## src/rtl/pcd_pkg.sv

```systemverilog
package pcd_pkg;
   typedef enum logic {
      PCD_MODE_COUNT = 1'b0,
      PCD_MODE_LOAD  = 1'b1
   } pcd_mode_e;

   typedef enum logic {
      PCD_DEC_FULL = 1'b0,
      PCD_DEC_LOW  = 1'b1
   } pcd_dec_kind_e;
endpackage

```

## src/rtl/pcd_counter.sv

```systemverilog
module pcd_counter
   import pcd_pkg::*;
#(
   parameter int CNT_W    = 4,
   parameter int LOAD_VAL = 3,
   parameter int TERM_VAL = 12
) (
   input  logic             clk,
   input  logic             rst,
   output logic [CNT_W-1:0] cnt_o
);
   localparam logic [CNT_W-1:0] LOAD_C = LOAD_VAL[CNT_W-1:0];
   localparam logic [CNT_W-1:0] TERM_C = TERM_VAL[CNT_W-1:0];

   logic [CNT_W-1:0] cnt_q;
   logic [CNT_W-1:0] cnt_d;
   pcd_mode_e        mode;

   always_comb begin
      mode = (cnt_q == TERM_C) ? PCD_MODE_LOAD : PCD_MODE_COUNT;
      unique case (mode)
         PCD_MODE_LOAD:  cnt_d = LOAD_C;
         default:        cnt_d = cnt_q + 1'b1;
      endcase
   end

   always_ff @(posedge clk) begin
      if (rst) cnt_q <= LOAD_C;
      else     cnt_q <= cnt_d;
   end

   assign cnt_o = cnt_q;
endmodule

```

## src/rtl/pcd_decode.sv

```systemverilog
module pcd_decode
   import pcd_pkg::*;
#(
   parameter int CNT_W    = 4,
   parameter int DEC_BITS = 3,
   parameter int DEC_VAL  = 7
) (
   input  logic [CNT_W-1:0] cnt_i,
   output logic             hit_o
);
   localparam pcd_dec_kind_e KIND = (DEC_BITS == CNT_W) ? PCD_DEC_FULL : PCD_DEC_LOW;

   generate
      if (KIND == PCD_DEC_FULL) begin : g_full
         localparam logic [CNT_W-1:0] MATCH_C = DEC_VAL[CNT_W-1:0];
         assign hit_o = (cnt_i == MATCH_C);
      end else begin : g_low
         localparam logic [DEC_BITS-1:0] MATCH_C = DEC_VAL[DEC_BITS-1:0];
         assign hit_o = (cnt_i[DEC_BITS-1:0] == MATCH_C);
      end
   endgenerate
endmodule

```

## src/rtl/pcd_jk_toggle.sv

```systemverilog
module pcd_jk_toggle (
   input  logic clk,
   input  logic rst,
   input  logic pulse_i,
   output logic q_o
);
   logic q_q;
   logic j_in;
   logic k_in;
   logic q_d;

   always_comb begin
      j_in = pulse_i | q_q;
      k_in = pulse_i;
      q_d  = (j_in & ~q_q) | (~k_in & q_q);
   end

   always_ff @(posedge clk) begin
      if (rst) q_q <= 1'b0;
      else     q_q <= q_d;
   end

   assign q_o = q_q;
endmodule

```

## src/rtl/pcd_divider.sv

```systemverilog
module pcd_divider #(
   parameter int CNT_W    = 4,
   parameter int LOAD_VAL = 3,
   parameter int TERM_VAL = 12,
   parameter int DEC_BITS = 3,
   parameter int DEC_VAL  = 7
) (
   input  logic             clk,
   input  logic             rst,
   output logic             div_clk_o,
   output logic             dec_pulse_o,
   output logic [CNT_W-1:0] count_o
);
   localparam int CNT_MAX = (1 << CNT_W) - 1;

   generate
      if (CNT_W < 2 || CNT_W > 16) begin : g_bad_width
         $error("pcd_divider: CNT_W out of range");
      end
      if (LOAD_VAL >= TERM_VAL || TERM_VAL > CNT_MAX) begin : g_bad_range
         $error("pcd_divider: load/terminal values invalid");
      end
      if (DEC_BITS < 1 || DEC_BITS > CNT_W) begin : g_bad_dec
         $error("pcd_divider: DEC_BITS invalid");
      end
   endgenerate

   logic [CNT_W-1:0] cnt;
   logic             hit;
   logic             q;

   pcd_counter #(
      .CNT_W    (CNT_W),
      .LOAD_VAL (LOAD_VAL),
      .TERM_VAL (TERM_VAL)
   ) u_cnt (
      .clk   (clk),
      .rst   (rst),
      .cnt_o (cnt)
   );

   pcd_decode #(
      .CNT_W    (CNT_W),
      .DEC_BITS (DEC_BITS),
      .DEC_VAL  (DEC_VAL)
   ) u_dec (
      .cnt_i (cnt),
      .hit_o (hit)
   );

   pcd_jk_toggle u_jk (
      .clk     (clk),
      .rst     (rst),
      .pulse_i (hit),
      .q_o     (q)
   );

   assign count_o     = cnt;
   assign dec_pulse_o = hit;
   assign div_clk_o   = q;
endmodule

```

## config.mk

```make
export PLATFORM = sky130hd
export DESIGN_NAME = pcd_divider
export DESIGN_NICKNAME = d
export VERILOG_FILES = /design/src/rtl/pcd_pkg.sv /design/src/rtl/pcd_counter.sv /design/src/rtl/pcd_decode.sv /design/src/rtl/pcd_jk_toggle.sv /design/src/rtl/pcd_divider.sv
export SDC_FILE = /design/constraint.sdc
export NUM_CORES = 1
export LEC_CHECK = 0
export ABC_AREA = 1
export BUFFER_PORTS_ARGS = -buffer_cell sky130_fd_sc_hd__buf_4
export CORE_AREA = 2 2 39 41
export CTS_CLUSTER_SIZE = 20
export DETAILED_ROUTE_END_ITERATION = 8
export DIE_AREA = 0 0 41 43
export HOLD_SLACK_MARGIN = 0.1
export SYNTH_ARGS = -nofsm -noshare
export SYNTH_HDL_FRONTEND = slang
export SYNTH_SLANG_ARGS = --single-unit
```

## constraint.sdc

```tcl
create_clock -name clk -period 1.4 [get_ports clk]
set_input_delay 0.14 -clock clk [delete_from_list [all_inputs] [get_ports clk]]
set_output_delay 0.14 -clock clk [all_outputs]
set_load 0.01 [all_outputs]
```

==> reports/metrics.csv, run 1 <==
metric;value;unit
register area share after synthesis;0.449;
clk sinks;5;
GRT Total Usage;0.0691;
top-area cell type share of the netlist area;0.449;
Worst-path clk slew;0.04;ns
Critical Path AT;1.16;ns
switching power;122;uW
status;finished, final reports clean;
Place WS;0.269;ns
largest net degree at the start of global routing;7;
first-pass GRT wire length;738;um
leakage dissipation;0.000172;uW
CP max stage cell;dfxtp_1;
Num CTS Buffers;3;
Gate power share;0.218;
Cell Pwr Density;1350;mW/mm^2
total of max-cap violations;0;
P_int;324;uW
syn_area_per_cell;8.91;sq um
Crit Reg-Reg Endpoint;u_cnt.cnt_o[1]$_SDFF_PP1_;
Final setup viols;0;
worst slew pin tran;0.198;ns
filler instances;155;
clk buf depth;2;
power share of the clock group;0.365;
Final HPWL DP;339;um
Synth Net Count;30;
CP Class;flip-flop to output port;
TritonCTS clock tree;yes;
fin crit share;0.927;
crit path max fanout;6;
GPL Wtd Cong;0.595;
vias;192;
top cells by area, synth;dfxtp_1, ha_1, inv_1;
R2R depth;5;
Initial Util;0.161;
total grt overflow;0;
max_slew headroom;0.868;
# DRC;0;
core area;0.00138;sq mm
RSZ-0062 raised after global routing;no;
critical-path cell list;ha_1 -> ha_1 -> buf_4;
final worst setup slack;0.102;ns
I/O Buffers;7;
FP Rows;14;
Crit Reg-Reg Startpoint;u_cnt.cnt_o[0]$_SDFF_PP1_;
number of synthesis warnings;0;
CTS Root Cell;clkbuf_4;
clock skew;0.00109;ns
Ant. Diodes;0;
height of the die;43;um
CP Data Required Time;1.26;ns
Sw Ratio;0.274;
H-tree Lvls;1;
Max Clock Freq;771;MHz
Slew Viols, Final;0;
CP endpoint kind;output port;
FF+latch count, synth;5;
beginning of the critical path;u_cnt.cnt_o[0]$_SDFF_PP1_;
antenna-violating nets left;0;
flop2flop setup slack;0.27;ns
crit path launch type;flip-flop;
Clk Latency, worst-skew pair;0.24;ns
Top cell by count, worst path;ha_1;
die area;0.00176;sq mm
Mapped Cells;25;
VDD IR max;0.301;mV
Synth Cell Area;223;sq um
dominant synthesized flop cell;dfxtp_1;
initial antenna violation count;0;
crit path time final;1.30;ns
Area Overhead vs Synth;48.9;%
hold_buf cts;1;
Synth cell types;11;
DRT Wirelength;418;um
vias in the first global route;210;
IO Count;8;
Flop pwr share;0.417;
Wirelength per Cell;7.89;um
DR pass1 iterations;1;
DR vias/cell;3.62;
total setup buffers inserted after CTS;0;
max incr delay on CP;0.35;ns
Post-synth top cells;dfxtp_1, inv_1, ha_1, nor2_1;
Post-synth EDFFs;0;
leading area contributor after synthesis;dfxtp_1;
Final Hold Viols;0;
worst hold path type;flip-flop to flip-flop;
Die X;41;um
share of layout cells above drive strength 1;0.324;
Iter 0 DRT Violations;0;
Final Net Count;43;
PostCTS Resize Cnt;0;
crit path to;dec_pulse_o;
asr flop ratio synth;0;
HP Start;u_cnt.cnt_o[0]$_SDFF_PP1_;
Sum Neg Setup Slack;0;ns
-- final cells by class --
cell class,count,area [sq um],area share
Clock buffer,4,26.3,0.0792
Inverter,5,18.8,0.0566
Multi-Input combinational cell,15,104,0.313
Sequential cell,5,100,0.302
Tap cell,16,20.0,0.0604
Timing Repair Buffer,8,62.6,0.189
-- stage by stage --
step	util	cell area [sq um]	hold slack [ns]	std cells	power, uW
floorplan	-	223	0.212	25	238
global placement	0.213	295	0.313	48	285
detailed placement	0.213	295	0.318	48	287
CTS	0.240	332	0.476	53	459
global route	0.240	332	0.520	53	484
finish	0.240	332	0.472	53	447
-- kinds of logic (layout without fill, tap and decap cells) --
group | count (synthesis) | in the layout | synth area share
and+or+nand+nor | 11 | 11 | 0.258
DFF | 5 | 5 | 0.449
buffers and inverters | 5 | 17 | 0.0843
adders and majority gates | 3 | 3 | 0.169
xor gates and xnor gates | 1 | 1 | 0.0393
-- worst max-delay path: cells and delay by family (launching register included) --
kind	cells	cell delay, ns
buffers and inverters	1	0.15
DFF	1	0.35
adders and majority gates	2	0.43
-- metal layers --
layer	global-route usage	part of all wire	up-vias
met5	0	0	-
met4	0.0800	0	0
met3	0.0314	0.089	0
met2	0.100	0.50	4
met1	0.0607	0.41	87
li1	-	-	101
-- worst min path at each step --
stage,end,slack (ns),depth (start not counted)
5_1_grt,u_cnt.cnt_o[0]$_SDFF_PP1_,0.52,1
6_report,u_cnt.cnt_o[0]$_SDFF_PP1_,0.47,1
3_5_place_dp,u_jk.q_o$_SDFF_PP0_,0.32,2
4_1_cts,u_cnt.cnt_o[0]$_SDFF_PP1_,0.48,1
2_1_floorplan,u_jk.q_o$_SDFF_PP0_,0.21,1
3_3_place_gp,u_jk.q_o$_SDFF_PP0_,0.31,2
-- sequential cells by signal, indices dropped and copies added (netlist names) --
register     cells
u_jk.q_o         1
u_cnt.cnt_o      4
-- power by group through the flow --
stage / Combinational (uW) / Sequential [uW] / Clock [uW]
after floorplan: 44.5 / 194 / 0
final: 97.3 / 186 / 163
after CTS: 100 / 187 / 172
after global placement: 96.5 / 188 / 0
after global routing: 112 / 191 / 180
after detailed placement: 97.4 / 189 / 0
-- cells in the final DEF, fill, tap and decap left out, types with 2 or more instances in the layout --
master    Yosys  routed
buf_4         0       7
nand2_1       2       2
nor2_1        3       3
inv_1         5       5
ha_1          3       3
dfxtp_1       5       5
clkbuf_4      0       3
nand3_1       2       2
Note: power is estimated with default switching activity, not from simulation.
==> inputs of run 2 (changes only) <==
==> constraint.sdc (replaced) <==
create_clock -name clk -period 1.4 [get_ports clk]
set_input_delay 0.21 -clock clk [delete_from_list [all_inputs] [get_ports clk]]
set_output_delay 0.21 -clock clk [all_outputs]
set_load 0.01 [all_outputs]
==> reports/metrics.csv, run 2 (same netlist as run 1, synthesis figures left out) <==
metric;value;unit;change
status;finished, final reports clean;;unchanged
Final setup viols;0;;unchanged
fin crit share;0.962;;was 0.927
Sw Ratio;0.276;;was 0.274
Wirelength per Cell;7.83;um;was 7.89 um
clock skew;0.00699;ns;was 0.00109 ns
crit path time final;1.35;ns;was 1.30 ns
Cell Pwr Density;1380;mW/mm^2;was 1350 mW/mm^2
TritonCTS clock tree;yes;;unchanged
total grt overflow;0;;unchanged
Power Total;448;uW;was 447 uW
# DRC;0;;unchanged
vias in the first global route;175;;was 210
Final Hold Viols;0;;unchanged
CP Data Required Time;1.19;ns;was 1.26 ns
total setup buffers inserted after CTS;0;;unchanged
DR pass1 iterations;2;;was 1
CP Class;flip-flop to output port;;unchanged
Final Net Count;42;;was 43
VDD IR max;0.274;mV;was 0.301 mV
crit path max fanout;6;;unchanged
DRT Wirelength;407;um;was 418 um
final core utilization;0.234;;was 0.240
Critical Path AT;1.14;ns;was 1.16 ns
GRT Total Usage;0.0622;;was 0.0691
power share of the clock group;0.370;;was 0.365
max_slew headroom;0.876;;was 0.868
Gate power share;0.212;;was 0.218
core area;0.00138;sq mm;unchanged
Largest register FFs;4;;unchanged
vias;194;;was 192
worst hold path type;primary input to flip-flop;;was flip-flop to flip-flop
IO Count;8;;unchanged
worst slew pin tran;0.186;ns;was 0.198 ns
FP Rows;14;;unchanged
leakage dissipation;0.000167;uW;was 0.000172 uW
Sum Neg Setup Slack;0;ns;unchanged
Slew Viols, Final;0;;unchanged
Flop pwr share;0.417;;about the same
H-tree Lvls;1;;unchanged
Die X;41;um;unchanged
die area;0.00176;sq mm;unchanged
RSZ-0062 raised after global routing;no;;unchanged
clk sinks;5;;unchanged
height of the die;43;um;unchanged
most common cell after layout, fill and taps aside;buf_4;;unchanged
crit path launch type;flip-flop;;unchanged
commonest non-fill, non-tap cells in the layout;buf_4, inv_1;;was buf_4, inv_1, dfxtp_1
Max Clock Freq;743;MHz;was 771 MHz
largest net degree at the start of global routing;7;;unchanged
GPL Wtd Cong;0.578;;was 0.595
antenna-violating nets left;0;;unchanged
Ant. Diodes;0;;unchanged
Iter 0 DRT Violations;1;;was 0
Worst-path clk slew;0.05;ns;was 0.04 ns
I/O Buffers;7;;unchanged
initial antenna violation count;0;;unchanged
share of layout cells above drive strength 1;0.389;;was 0.324
Clk Latency, worst-skew pair;0.24;ns;about the same
clk buf depth;2;;unchanged
CTS Root Cell;clkbuf_4;;unchanged
total of max-cap violations;0;;unchanged
first-pass GRT wire length;627;um;was 738 um
DR vias/cell;3.73;;was 3.62
Area Overhead vs Synth;45.5;%;was 48.9%
P_int;324;uW;about the same
Initial Util;0.161;;unchanged
flop2flop setup slack;0.31;ns;was 0.27 ns
Final HPWL DP;327;um;was 339 um
Num CTS Buffers;3;;unchanged
CP endpoint kind;output port;;unchanged
switching power;124;uW;was 122 uW
run 2: per-stage QoR:
step                      area (sq um)  setup slack (ns)  hold slack (ns)  cells
after global routing               324           0.00272            0.131     52
final                              324            0.0539            0.132     52
after CTS                          322           0.00677            0.122     52
after detailed placement           295             0.242            0.385     48
after global placement             295             0.278            0.383     48
after floorplan                    223             0.279            0.282     25
run 2: layout make-up:
cell class              count  area (sq um)
fillers                   160          1060
clock buffers               4          26.3
inverters                   5          18.8
well taps                  16          20.0
flip-flops and latches      5           103
multi-input cells          15           104
repair buffers              7          52.6
run 2: power by group through the flow:
| stage | clock network, uW | registers, uW | logic (uW) |
|---|---|---|---|
| after floorplan | 0 | 194 | 44.5 |
| after global placement | 0 | 187 | 95.9 |
| after detailed placement | 0 | 188 | 96.7 |
| after CTS | 175 | 186 | 97.7 |
| after global routing | 180 | 189 | 108 |
| final | 166 | 187 | 95.1 |
run 2: timing repair:
| action | 4_1_cts | 5_1_grt |
|---|---|---|
| hold buffers | 0 | 0 |
| endpoints found under the setup margin | 0 | 1 |
| resized for setup | 0 | 2 |
run 2: final timing paths:
path,endpoint,from,cells past startpoint
max,dec_pulse_o,u_cnt.cnt_o[0]$_SDFF_PP1_,3
min,u_jk.q_o$_SDFF_PP0_,rst,2
max reg2reg,u_cnt.cnt_o[1]$_SDFF_PP1_,u_cnt.cnt_o[0]$_SDFF_PP1_,5
min reg2reg,u_cnt.cnt_o[0]$_SDFF_PP1_,u_cnt.cnt_o[0]$_SDFF_PP1_,1
run 2: worst max-delay path, stage by stage, from the launching register on:
cell     delay (ns)
dfxtp_2        0.34
ha_1           0.20
ha_1           0.20
buf_4          0.15
run 2: layer usage:
layer / global-route usage / share of wire / up-vias / wire length, um
li1: - / - / 100 / -
met1: 0.0449 / 0.40 / 90 / 162
met2: 0.0844 / 0.53 / 4 / 216
met3: 0.0471 / 0.069 / 0 / 28
met4: 0.0800 / 0 / 0 / 0
met5: 0 / 0 / - / 0
